==> src/rtl/pmon_bank.sv <==
module pmon_bank #(
  parameter int NCNT = 11,
  parameter int SELW = 7,
  parameter int AW = 8,
  localparam int NEV = (1 << SELW) - 1
) (
  input  logic            clk,
  input  logic            rst_n,
  input  logic            bus_wr,
  input  logic [AW-1:0]   bus_addr,
  input  logic [31:0]     bus_wdata,
  output logic [31:0]     bus_rdata,
  input  logic [NEV-1:0]  ev_in,
  output logic            irq
);
  localparam int IW = AW - 4;
  localparam logic [AW-1:0] GCTL = AW'('h40);
  localparam logic [AW-1:0] BANK = AW'('h50);
  localparam logic [IW-1:0] NC = IW'(NCNT);

  logic gfrz, irq_en, cfe;
  logic [NCNT-1:0] lfrz_v, ce_v, msb_v, trip_v;
  logic [NCNT-1:0][31:0] ctla_q, cnt_q;
  logic [31:0] cyc_hi;
  logic [AW-1:0] off;
  logic [IW-1:0] cidx;
  logic [1:0] sub;
  logic aligned, ctl_hit, bank_hit, trip;

  assign aligned  = bus_addr[1:0] == 2'b00;
  assign off      = bus_addr - BANK;
  assign cidx     = off[AW-1:4];
  assign sub      = off[3:2];
  assign ctl_hit  = aligned && bus_addr == GCTL;
  assign bank_hit = aligned && bus_addr >= BANK && cidx < NC;
  assign trip     = irq_en && cfe && |trip_v;
  assign irq      = gfrz && irq_en && cfe && |(ce_v & msb_v);

  always_ff @(posedge clk or negedge rst_n)
    if (!rst_n) {gfrz, irq_en, cfe} <= '0;
    else begin
      if (bus_wr && ctl_hit) {gfrz, irq_en, cfe} <= bus_wdata[31:29];
      if (trip) gfrz <= 1'b1;
    end

  for (genvar n = 0; n < NCNT; n++) begin : g_cnt
    logic frz_q, ce_q, run, wr_a, wr_c;
    logic [SELW-1:0] sel_q;

    assign run  = !frz_q && !gfrz;
    assign wr_a = bus_wr && bank_hit && cidx == IW'(n) && sub == 2'd0;
    assign wr_c = bus_wr && bank_hit && cidx == IW'(n) && sub == 2'd2;
    assign lfrz_v[n] = frz_q;
    assign ce_v[n]   = ce_q;
    assign ctla_q[n] = {frz_q, 4'b0, ce_q, 3'b0, 7'(sel_q), 16'b0};

    always_ff @(posedge clk or negedge rst_n)
      if (!rst_n) begin
        frz_q <= 1'b0;
        ce_q  <= 1'b0;
        sel_q <= '0;
      end else if (wr_a) begin
        frz_q <= bus_wdata[31];
        ce_q  <= bus_wdata[26];
        sel_q <= bus_wdata[16 +: SELW];
      end

    if (n == 0) begin : g_cyc
      logic [31:0] lo_q, hi_q;
      logic [63:0] cur;
      logic wr_h;
      assign cur  = {hi_q, lo_q};
      assign wr_h = bus_wr && bank_hit && cidx == IW'(n) && sub == 2'd3;
      assign trip_v[n] = run && ce_q && !wr_c && !wr_h && cur == {1'b0, {63{1'b1}}};
      always_ff @(posedge clk or negedge rst_n)
        if (!rst_n) {hi_q, lo_q} <= '0;
        else if (wr_c || wr_h) begin
          if (wr_c) lo_q <= bus_wdata;
          if (wr_h) hi_q <= bus_wdata;
        end else if (run) {hi_q, lo_q} <= cur + 64'd1;
      assign cnt_q[n] = lo_q;
      assign cyc_hi   = hi_q;
      assign msb_v[n] = hi_q[31];
    end else begin : g_ev
      logic [31:0] c_q;
      logic hit;
      assign hit = run && sel_q != '0 && ev_in[sel_q - SELW'(1)];
      assign trip_v[n] = hit && ce_q && !wr_c && c_q == 32'h7FFF_FFFF;
      always_ff @(posedge clk or negedge rst_n)
        if (!rst_n) c_q <= '0;
        else if (wr_c) c_q <= bus_wdata;
        else if (hit) c_q <= c_q + 32'd1;
      assign cnt_q[n] = c_q;
      assign msb_v[n] = c_q[31];
    end
  end

  always_comb begin
    bus_rdata = '0;
    if (ctl_hit) bus_rdata = {gfrz, irq_en, cfe, 29'b0};
    else if (bank_hit)
      case (sub)
        2'd0: bus_rdata = ctla_q[cidx];
        2'd2: bus_rdata = cnt_q[cidx];
        2'd3: if (cidx == '0) bus_rdata = cyc_hi;
        default: ;
      endcase
  end
endmodule


==> config.mk <==
export PLATFORM = sky130hd
export DESIGN_NAME = pmon_bank
export DESIGN_NICKNAME = d
export VERILOG_FILES = /design/src/rtl/pmon_bank.sv
export SDC_FILE = /design/constraint.sdc
export NUM_CORES = 2
export LEC_CHECK = 0
export BUFFER_PORTS_ARGS = -buffer_cell sky130_fd_sc_hd__buf_4
export CAP_MARGIN = 20
export CORE_ASPECT_RATIO = 1.4
export CORE_MARGIN = 3
export CORE_UTILIZATION = 58
export DETAILED_ROUTE_END_ITERATION = 8
export PLACE_DENSITY = 0.88
export REMOVE_ABC_BUFFERS = 1
export SETUP_SLACK_MARGIN = 0.05
export SYNTH_ARGS = -nofsm -noshare
export SYNTH_HDL_FRONTEND = slang
export SYNTH_SLANG_ARGS = --single-unit
==> constraint.sdc <==
create_clock -name clk -period 10.1 [get_ports clk]
set_input_delay 2.02 -clock clk [delete_from_list [all_inputs] [get_ports clk]]
set_output_delay 2.02 -clock clk [all_outputs]
set_load 0.02 [all_outputs]
==> results.ini <==
[timing]
setup-violations-final=0
rsz0062_at_grt=false
maxSlewViolCount=0
finalHoldViolCount=0
slew_headroom=0.0897
holdWs_ns=0.512
post-route-period-util=0.786
skew_ns=0.0243
max_freq_ghz=0.126
fin_crit_ns=7.94
setup_ws_ns=2.16
tightest_slew_ns=1.33

[clock_network]
cts_sinks=486
root_buffer=clkbuf_16
ctsHoldBuffers=0
cts_max_path_buffers=3
post-cts-setup-buffers=0
tritoncts=done
numCtsBuffers=45
clock_latency_ns=0.60
clk_pin_slew_ns=0.07
htree_levels=2
cts-resized-gates=0

[critical_path]
start_kind=input pin
path_delay_family=buffers and inverters
path_cells=buf_4 > inv_2 > ha_4 > buf_4 > mux2i_1 > nor2_1 > a31oi_1 > nor2_1 > a21oi_1 > o21ai_0 > a22oi_1 > a21oi_1 > buf_4
crit_slowest_cell=ha_4
cp-end-kind=primary output
path_common_cell=buf_4
cp.arrival_ns=5.92
critPathMaxFanout=55
path_buf_inv=4
required_ns=8.08
max_stage_delay_ns=0.94
worstSetupPathType=input pin to primary output

[routing]
routedWlPerCell_microns=34.7
drt-total-wl_mm=196
vias=43700
vias_per_cell=7.75
drt-initial-drc-count=6637
drt_pass1_iterations=9
drc=1
ant_nets=0

[min_path]
hold_class=register to register

[cells_and_area]
multi_input_area_sq_um=29000
seq_area_sq_um=12200
fin_cells=5634
nets=4842
drive_gt1_frac=0.203
fin_area_sq_um=46700
fillCellCount=6009
area_growth_pct=8.37

[die]
fp.coreArea_sq_um=73200
row_count=117
pin_count=203
die_h_microns=329
start_util=0.589
die_area_sq_um=77700
die-width_microns=236

[synthesis]
synthAdderAreaFrac=0.00842
synthArstFlopShare=1.00
synth_compound_area_frac=0.147
synth_top_area_share=0.282
syn_area_per_cell_sq_um=9.23
synth_top_flop_cell=dfrtp_1
synth_mux_area_frac=0.260
synth_xor_area_frac=0.0658
synth_commonest_cells=531 x nor2_1, 486 x dfrtp_1, 430 x nand2_1
synth_seq_area_share=0.282
synth_edf_count=0
syn_inst=4672
synth_cell_types=105
syn_area_sq_um=43100
yosys.area_share.simple=0.189
ys_ff_latch=486
synth-warning-count=0
synth_top_family_by_area=multiplexers
yosys-top-cells-area=dfrtp_1 28%, mux4_2 20%, nor2_1 4.6%
synth_top_cell_by_area=dfrtp_1
yosysMostFrequentCell=nor2_1

[global_route]
grt-ovfl-total=0
grt_antenna_before_repair=8
grt_pass1_wl_mm=284
grt_pass1_vias=42100
grt_max_degree=151
grtUsageTotal=0.496

[placement]
post_dp_cell_area_sq_um=45100
dpl.hpwl_mm=138
io_buffer_count=202
dpl_worst_slack_ns=2.46
dp.cells=5538
place.gp.congestion=1.17

[run_status]
violations=design-rule violations
run_status=finished, violations left

[pwr]
powerDensity_nw_per_um2=132
leakage_nw=18.0
max-vdd-ir-drop_mv=0.122

[flow_run]
max_cap_viol_count=0

cell type report:
class,instances,share of cell area
antenna,8,0.000428
inverter,135,0.0108
timing repair buffer,296,0.0497
tap,952,0.0255
clock buffer,56,0.0263
clock inverter,22,0.00522
sequential,486,0.261
multi-input combinational,3679,0.622
cells in the final DEF (no fill, tap or decap), types with 19 or more instances in the layout:
cell / netlist / layout
nor2_1: 531 / 530
dfrtp_1: 486 / 478
nand2_1: 430 / 426
mux4_2: 381 / 381
a21oi_1: 334 / 332
buf_4: 17 / 285
o21ai_0: 227 / 227
nand3_1: 200 / 200
xnor2_1: 193 / 191
inv_1: 135 / 134
mux2i_1: 129 / 129
xor2_1: 119 / 116
mux2_2: 113 / 113
a31oi_1: 97 / 97
and3_1: 97 / 97
nor3_1: 89 / 89
nand4_1: 55 / 55
o22ai_1: 55 / 55
a22oi_1: 46 / 46
clkbuf_16: 0 / 45
nor4_1: 42 / 42
and2_1: 31 / 31
or3_1: 29 / 29
o22a_1: 27 / 27
ha_1: 29 / 27
or4_1: 26 / 26
nor2b_1: 26 / 25
o31ai_1: 25 / 25
a2111oi_0: 21 / 21
nor3b_1: 21 / 21
o211ai_1: 20 / 20
and4_1: 20 / 19
worst reg2reg max path, cell delays in order, from the launching register on:
cell       delay, ns
dfrtp_2         0.35
buf_4           0.59
inv_1           0.54
ha_1            0.44
buf_4           0.44
mux4_2          0.41
and2_1          0.16
a2111oi_0       0.72
or4bb_1         0.26
o22ai_1         0.10
a221oi_2        1.02
nor2_1          0.43
a311oi_1        0.43
and3_1          0.30
a21oi_1         0.10
worst paths after layout:
path / slack [ns] / endpoint / cells past startpoint / startpoint
max in group asynchronous: 6.41 / g_cnt[3].g_ev.c_q[18] / 3 / rst_n
worst max-delay path: 2.16 / bus_rdata[17] / 13 / bus_addr[4]
min in group asynchronous: 1.51 / g_cnt[10].sel_q[3] / 1 / rst_n
worst min register to register: 0.51 / g_cnt[0].sel_q[5] / 1 / g_cnt[0].sel_q[5]
worst min-delay path: 0.51 / g_cnt[0].sel_q[5] / 1 / g_cnt[0].sel_q[5]
worst max register to register: 3.70 / gfrz / 14 / g_cnt[6].sel_q[0]
per-stage QoR:
step | setup TNS [ns] | total power [W] | util
after floorplan | -21.41 | 0.00340 | -
after global placement | 0 | 0.00418 | 0.616
after detailed placement | 0 | 0.00423 | 0.616
after CTS | 0 | 0.00600 | 0.636
after global routing | 0 | 0.00627 | 0.638
final | 0 | 0.00614 | 0.638
where the power goes:
part           total [W]  switching [W]  internal, W
sequential       0.00244       0.000319      0.00212
combinational    0.00190        0.00117     0.000731
clock            0.00180       0.000813     0.000989
total            0.00614        0.00230      0.00384
state kept, by name, indices dropped and copies added (netlist names):
register / flops
g_cnt.frz_q: 11
gfrz: 1
g_cnt.ce_q: 11
cyc_hi: 32
cfe: 1
g_cnt.g_ev.c_q: 320
g_cnt.g_cyc.lo_q: 32
irq_en: 1
g_cnt.sel_q: 77
layer usage:
metal | GRT usage | vias to the layer above | share of wire
met1 | 0.518 | 20800 | 0.29
li1 | - | 17400 | -
met3 | 0.158 | 1445 | 0.13
met4 | 0.546 | 6 | 0.15
met2 | 0.751 | 4016 | 0.44
met5 | 0.0107 | - | 0.00064
kinds of logic after synthesis:
group,count (synthesis)
AND/OR/NAND/NOR,1694
AO/OA/AOI/OAI,1013
multiplexers,626
buffers and inverters,507
flip-flops,486
XOR/XNOR,317
adder cells (fa/ha/maj),29
Note: power is estimated with default switching activity, not from simulation.
